<file path="config.mk">
export PLATFORM = sky130hd
export DESIGN_NAME = wide_fp_accum
export DESIGN_NICKNAME = d
export VERILOG_FILES = /design/src/rtl/wfa_pkg.sv /design/src/rtl/wfa_align.sv /design/src/rtl/wfa_sum.sv /design/src/rtl/wfa_pack.sv /design/src/rtl/wide_fp_accum.sv
export SDC_FILE = /design/constraint.sdc
export NUM_CORES = 1
export LEC_CHECK = 0
export ABC_AREA = 1
export BUFFER_PORTS_ARGS = -buffer_cell sky130_fd_sc_hd__buf_2
export CORE_MARGIN = 8
export CORE_UTILIZATION = 40
export DETAILED_ROUTE_END_ITERATION = 10
export PLACE_DENSITY_LB_ADDON = 0.3
export SKIP_CTS_REPAIR_TIMING = 1
export SLEW_MARGIN = 30
export SYNTH_ARGS = -nofsm -noshare
export SYNTH_HDL_FRONTEND = slang
export SYNTH_SLANG_ARGS = --single-unit
</file>
<file path="constraint.sdc">
create_clock -name clk -period 8.5 [get_ports clk]
set_input_delay 1.7 -clock clk [delete_from_list [all_inputs] [get_ports clk]]
set_output_delay 1.7 -clock clk [all_outputs]
set_load 0.01 [all_outputs]
</file>
<file path="src/rtl/wfa_pkg.sv">
// Shared binary32 field constants for the fixed-window accumulator.
// Assumes IEEE-754 single precision layout: sign[31], exponent[30:23], fraction[22:0].
package wfa_pkg;
    localparam int FP_EXP_W  = 8;
    localparam int FP_FRAC_W = 23;
    localparam int FP_BIAS   = 127;
    localparam int FP_SIG_W  = FP_FRAC_W + 1;
    localparam logic [FP_EXP_W-1:0] FP_EXP_MAX = '1;
endpackage

</file>
<file path="src/rtl/wfa_align.sv">
// Stage 1: decodes a binary32 input, classifies its range against the window
// and shifts it into a W-bit two's-complement value in units of 2^LSB_W.
// Assumes IN_MSB_MAX < MSB_W so an in-range input always fits the window.
module wfa_align
    import wfa_pkg::*;
#(
    parameter int LSB_W      = -30,
    parameter int IN_MSB_MAX = 16,
    parameter int W          = 52
) (
    input  logic                clk,
    input  logic                rst_n,
    input  logic                en,
    input  logic [31:0]         x_in,
    input  logic                start_in,
    output logic [W-1:0]        val_q,
    output logic                start_q,
    output logic                hi_q,
    output logic                lo_q
);
    localparam int WIDE_W = W + FP_SIG_W;

    logic [FP_EXP_W-1:0]  exp_f;
    logic                 is_zero;
    logic                 is_hi;
    logic                 is_lo;
    int                   e_unb;
    int                   sh;
    logic [WIDE_W-1:0]    wide;
    logic [W-1:0]         mag;
    logic [W-1:0]         sval;

    // Classify the input and shift its significand to the window weight.
    always_comb begin
        exp_f   = x_in[30:23];
        e_unb   = int'(exp_f) - FP_BIAS;
        is_zero = (exp_f == '0);
        is_hi   = (exp_f == FP_EXP_MAX) || (!is_zero && (e_unb > IN_MSB_MAX));
        is_lo   = !is_zero && !is_hi && (e_unb < LSB_W);
        sh      = e_unb + 1 - LSB_W;
        wide    = '0;
        if (!is_zero && !is_hi && (sh >= 0))
            wide = {{W{1'b0}}, 1'b1, x_in[FP_FRAC_W-1:0]} << sh;
        mag  = wide[WIDE_W-1:FP_SIG_W];
        sval = x_in[31] ? (~mag + 1'b1) : mag;
    end

    // Register the aligned value with its strobe and range flags.
    always_ff @(posedge clk) begin
        if (!rst_n) begin
            val_q   <= '0;
            start_q <= 1'b0;
            hi_q    <= 1'b0;
            lo_q    <= 1'b0;
        end else if (en) begin
            val_q   <= sval;
            start_q <= start_in;
            hi_q    <= is_hi;
            lo_q    <= is_lo;
        end
    end

    AST_ZERO_IN_NO_EFFECT: assert property (@(posedge clk) disable iff (!rst_n)
        (en && (x_in[30:23] == '0)) |=> ((val_q == '0) && !hi_q && !lo_q));
    AST_SPECIAL_IN_HIGH: assert property (@(posedge clk) disable iff (!rst_n)
        (en && (x_in[30:23] == FP_EXP_MAX)) |=> (hi_q && (val_q == '0)));
endmodule

</file>
<file path="src/rtl/wfa_sum.sv">
// Stage 2: exact two's-complement accumulator with sticky per-set flags.
// Assumes the aligned input fits W bits; overflow wraps and is flagged.
module wfa_sum #(
    parameter int W = 52
) (
    input  logic          clk,
    input  logic          rst_n,
    input  logic          en,
    input  logic [W-1:0]  add_in,
    input  logic          start_in,
    input  logic          hi_in,
    input  logic          lo_in,
    output logic [W-1:0]  acc_q,
    output logic          hi_q,
    output logic          lo_q,
    output logic          ovf_q
);
    logic [W:0] ext;
    logic       add_ovf;

    // Sign-extended sum and signed overflow detection.
    always_comb begin
        ext     = {add_in[W-1], add_in} + {acc_q[W-1], acc_q};
        add_ovf = ext[W] ^ ext[W-1];
    end

    // Load on a new set, otherwise add and accumulate sticky flags.
    always_ff @(posedge clk) begin
        if (!rst_n) begin
            acc_q <= '0;
            hi_q  <= 1'b0;
            lo_q  <= 1'b0;
            ovf_q <= 1'b0;
        end else if (en) begin
            if (start_in) begin
                acc_q <= add_in;
                hi_q  <= hi_in;
                lo_q  <= lo_in;
                ovf_q <= 1'b0;
            end else begin
                acc_q <= ext[W-1:0];
                hi_q  <= hi_q | hi_in;
                lo_q  <= lo_q | lo_in;
                ovf_q <= ovf_q | add_ovf;
            end
        end
    end

    AST_HI_STICKY: assert property (@(posedge clk) disable iff (!rst_n)
        (en && !start_in && hi_q) |=> hi_q);
    AST_LO_STICKY: assert property (@(posedge clk) disable iff (!rst_n)
        (en && !start_in && lo_q) |=> lo_q);
    AST_OVF_STICKY: assert property (@(posedge clk) disable iff (!rst_n)
        (en && !start_in && ovf_q) |=> ovf_q);
    AST_START_CLEARS_OVF: assert property (@(posedge clk) disable iff (!rst_n)
        (en && start_in) |=> !ovf_q);
    AST_FROZEN_WHEN_IDLE: assert property (@(posedge clk) disable iff (!rst_n)
        !en |=> ($stable(acc_q) && $stable(hi_q) && $stable(lo_q) && $stable(ovf_q)));
endmodule

</file>
<file path="src/rtl/wfa_pack.sv">
// Stage 3: converts the W-bit accumulator back to binary32 by leading-zero
// count and truncation toward zero; registers result and flags together.
// Assumes W >= 24 and that the biased exponent range stays inside 1..254.
module wfa_pack
    import wfa_pkg::*;
#(
    parameter int W     = 52,
    parameter int LSB_W = -30
) (
    input  logic          clk,
    input  logic          rst_n,
    input  logic          en,
    input  logic [W-1:0]  acc_in,
    input  logic          hi_in,
    input  logic          lo_in,
    input  logic          ovf_in,
    output logic [31:0]   r_q,
    output logic          hi_q,
    output logic          lo_q,
    output logic          ovf_q
);
    logic [W-1:0]          mag;
    logic [W-1:0]          norm;
    int                    lz;
    logic [FP_EXP_W-1:0]   bexp;
    logic [31:0]           packed_r;

    // Magnitude, leading-zero count, normalisation and field packing.
    always_comb begin
        mag = acc_in[W-1] ? (~acc_in + 1'b1) : acc_in;
        lz  = W;
        for (int i = 0; i < W; i++)
            if (mag[i]) lz = W - 1 - i;
        norm     = mag << lz;
        bexp     = FP_EXP_W'(W - 1 - lz + LSB_W + FP_BIAS);
        packed_r = (mag == '0) ? 32'h0
                 : {acc_in[W-1], bexp, norm[W-2 -: FP_FRAC_W]};
    end

    // Output register for the result and its flags.
    always_ff @(posedge clk) begin
        if (!rst_n) begin
            r_q   <= '0;
            hi_q  <= 1'b0;
            lo_q  <= 1'b0;
            ovf_q <= 1'b0;
        end else if (en) begin
            r_q   <= packed_r;
            hi_q  <= hi_in;
            lo_q  <= lo_in;
            ovf_q <= ovf_in;
        end
    end

    AST_ZERO_SUM_OUT: assert property (@(posedge clk) disable iff (!rst_n)
        (en && (acc_in == '0)) |=> (r_q == 32'h0));
    AST_NONZERO_NORMAL: assert property (@(posedge clk) disable iff (!rst_n)
        (en && (acc_in != '0)) |=> ((r_q[30:23] != '0) && (r_q[30:23] != FP_EXP_MAX)));
    AST_SIGN_FOLLOWS: assert property (@(posedge clk) disable iff (!rst_n)
        (en && (acc_in != '0)) |=> (r_q[31] == $past(acc_in[W-1])));
endmodule

</file>
<file path="src/rtl/wide_fp_accum.sv">
// Top: three-stage exact binary32 accumulator over a fixed-point window
// spanning weights LSB_W..MSB_W plus sign. Latency is three enabled edges.
// Assumes IN_MSB_MAX < MSB_W, LSB_W + 127 >= 1 and MSB_W + 128 <= 254.
module wide_fp_accum #(
    parameter int LSB_W      = -30,
    parameter int MSB_W      = 20,
    parameter int IN_MSB_MAX = 16
) (
    input  logic        clk,
    input  logic        rst_n,
    input  logic        en,
    input  logic [31:0] x_in,
    input  logic        start,
    output logic [31:0] r_out,
    output logic        x_hi,
    output logic        x_lo,
    output logic        acc_ovf
);
    localparam int W = MSB_W - LSB_W + 2;

    logic [W-1:0] al_val;
    logic         al_start;
    logic         al_hi;
    logic         al_lo;
    logic [W-1:0] sm_acc;
    logic         sm_hi;
    logic         sm_lo;
    logic         sm_ovf;

    wfa_align #(.LSB_W(LSB_W), .IN_MSB_MAX(IN_MSB_MAX), .W(W)) u_align (
        .clk(clk), .rst_n(rst_n), .en(en), .x_in(x_in), .start_in(start),
        .val_q(al_val), .start_q(al_start), .hi_q(al_hi), .lo_q(al_lo)
    );

    wfa_sum #(.W(W)) u_sum (
        .clk(clk), .rst_n(rst_n), .en(en), .add_in(al_val), .start_in(al_start),
        .hi_in(al_hi), .lo_in(al_lo),
        .acc_q(sm_acc), .hi_q(sm_hi), .lo_q(sm_lo), .ovf_q(sm_ovf)
    );

    wfa_pack #(.W(W), .LSB_W(LSB_W)) u_pack (
        .clk(clk), .rst_n(rst_n), .en(en), .acc_in(sm_acc),
        .hi_in(sm_hi), .lo_in(sm_lo), .ovf_in(sm_ovf),
        .r_q(r_out), .hi_q(x_hi), .lo_q(x_lo), .ovf_q(acc_ovf)
    );

    AST_OUT_HOLD_IDLE: assert property (@(posedge clk) disable iff (!rst_n)
        !en |=> ($stable(r_out) && $stable(x_hi) && $stable(x_lo) && $stable(acc_ovf)));
    AST_RESET_CLEARS: assert property (@(posedge clk)
        !rst_n |=> ((r_out == 32'h0) && !x_hi && !x_lo && !acc_ovf));
endmodule

</file>
==> results.toml <==
[placed_design]
port_buffers = 70
hpwl_um = 44200
place_area_um2 = 18400
gp_congestion = 1.02
place_ws_ps = 861

[final_layout]
num_antenna_cells = 0
nets = 3239
area_growth_pct = 6.73
postLayoutCellArea_um2 = 19000
layout-drive-gt1-share_pct = 6.86
final_util_pct = 43.1

[critical_path]
required_ps = 8890
cpMaxStageDelayCell = "xor2_2"
cp-end-kind = "flip-flop"
crit_arrival_ps = 7650
critPathLaunchType = "input port"
crit_buf_inv = 6
critical_path.top_delay_family = "simple AND/OR/NAND/NOR gates"
max_stage_delay_ps = 320
cpMostUsedCell = "nand2_1"
cp_max_fo = 35
worstSetupPathType = "in -> reg"

[synthesis]
synth.top_cells.by_count = "nand2_1 (988), nand3_1 (417), inv_1 (272)"
ys.flop_type = "dfxtp_1"
syn_inst = 3192
yosysSeqAreaShare_pct = 16.3
synth_edf_count = 0
ys_warn_count = 0
synth_area_leaders = "nand2_1 (21%), dfxtp_1 (16%), nand3_1 (12%), o21ai_0 (6.3%), inv_1 (5.7%)"
yosysTopAreaCellShare_pct = 20.9
yosysTopAreaCell = "nand2_1"
netlist_area_um2 = 17800
synthArstFlopShare_pct = 0
synth_cell_types = 64
ys_seq_elements = 145
yosysMostFrequentCell = "nand2_1"
syn_area_per_cell_um2 = 5.56
synth_nets = 3294

[sta]
rsz0062_at_grt = "no"
fin_setup_tns_ps = 0
fin_crit_sh_pct = 85.3
hold_viol_final = 0
setup_viol = 0
period_needed_ps = 7250
fmax_mhz = 138
maxSlewViolCount = 0
tightest_slew_ps = 963
maxSlewHeadroom_pct = 35.8
worst_slack_ps = 1250
fin_worst_skew_ps = 14.9

[global_routing]
gr-usage-all-layers_pct = 22.4
grt_start_max_net_pins = 114
grt_overflow = 0
grt_antenna_before_repair = 0
first_global_vias = 18500
grt_pass1_wl_um = 95500

[job]
drv_cap = 0

[route]
drc = 0
dr.pass1.iters = 5
drt_iter0_markers = 2086
postRouteAntennaNets = 0
drt-vias-per-instance = 5.44
wl_um = 58200
vias = 20400
routedWlPerCell_um = 15.6

[floorplanning]
die_h_um = 227
start_util_pct = 40.3
die_w_um = 227
core_area_um2 = 44000
rows = 77
die_area_um2 = 51400
io_pins = 71

[power]
power_w = 0.00419
max-vdd-ir-drop_mv = 0.158
powerDensity_nw_per_um2 = 221
leakagePower_nw = 9.09

[clocking]
clkLatencyLatePin_ps = 460
clkSinkCount = 145
root_buffer = "clkbuf_16"
htree_num_levels = 4
cts.clk_slew.worst_paths_ps = 70
clockBufferDepth = 2
cts_tree = "built"
numCtsBuffers = 17

[worst_hold_path]
min_path_type = "reg -> reg"

[status]
status = "completed"
worst paths after layout:
path,startpoint,slack [ps],depth (start not counted),to
max,x_in[23],1250,41,u_align.val_q[46]
min,u_sum.ovf_q,460,2,u_pack.ovf_q
max reg2reg,u_sum.acc_q[0],1730,33,u_pack.r_q[7]
min reg2reg,u_sum.ovf_q,460,2,u_pack.ovf_q
cells by family (layout without fill, tap and decap cells):
logic type / after synthesis / after routing / synth area share (%)
buf+inv: 470 / 428 / 10.5
fa+ha+maj: 66 / 66 / 4.69
flops: 145 / 145 / 16.3
xor+xnor: 115 / 115 / 5.76
mux: 3 / 3 / 0.169
compound gates: 623 / 623 / 19.8
simple gates: 1770 / 1770 / 42.8
placed cells by master, fill, tap and decap left out, types with 42 or more instances in the layout:
master and count:
o21ai_0 222, nand2_1 988, ha_1 65, buf_2 69, xor2_1 70, o211ai_1 50, o21ai_1 45, dfxtp_1 145
inv_1 272, xnor2_1 42, nor2_1 227, a21oi_1 203, nand3_1 417
registers in the layout, summed over array words and instances (netlist names):
register / cells
u_pack.ovf_q: 1
u_sum.ovf_q: 1
u_align.val_q: 52
u_sum.hi_q: 1
u_sum.acc_q: 52
u_pack.lo_q: 1
u_sum.lo_q: 1
u_pack.r_q: 32
u_align.hi_q: 1
u_align.lo_q: 1
u_pack.hi_q: 1
u_align.start_q: 1
stage by stage:
| stage | hold slack, ps | instances |
|---|---|---|
| 2_1_floorplan | 432 | 3192 |
| 5_1_grt | 483 | 3742 |
| 3_5_place_dp | 450 | 3710 |
| 3_3_place_gp | 450 | 3710 |
| 4_1_cts | 460 | 3742 |
| 6_report | 458 | 3742 |
power breakdown:
part	internal, W	switching [W]
clock	0.000395	0.000385
sequential	0.000778	0.0000821
combinational	0.000799	0.00175
area by class of cell:
type                            count  area [um^2]
Timing Repair Buffer              100          582
Fill cell                        4920        25100
Clock buffer                       17          425
Tap cell                          592          741
Inverter                          296         1120
Clock inverter                     15          161
Sequential cell                   145         2900
Multi-Input combinational cell   2577        13000
tightest hold or removal path, delay by kind of cell, from the launching register on:
kind                   cells  cell delay [ps]
AOI/OAI and AO/OA          1               60
buffers and inverters      1               60
DFF                        1              300
routing by layer:
layer | global-route usage [%] | wire length (um)
met1 | 31.0 | 27800
met2 | 35.5 | 25400
met3 | 3.23 | 3420
met4 | 6.94 | 1630
met5 | 0 | 0
Power figures use the tool's default switching activity.
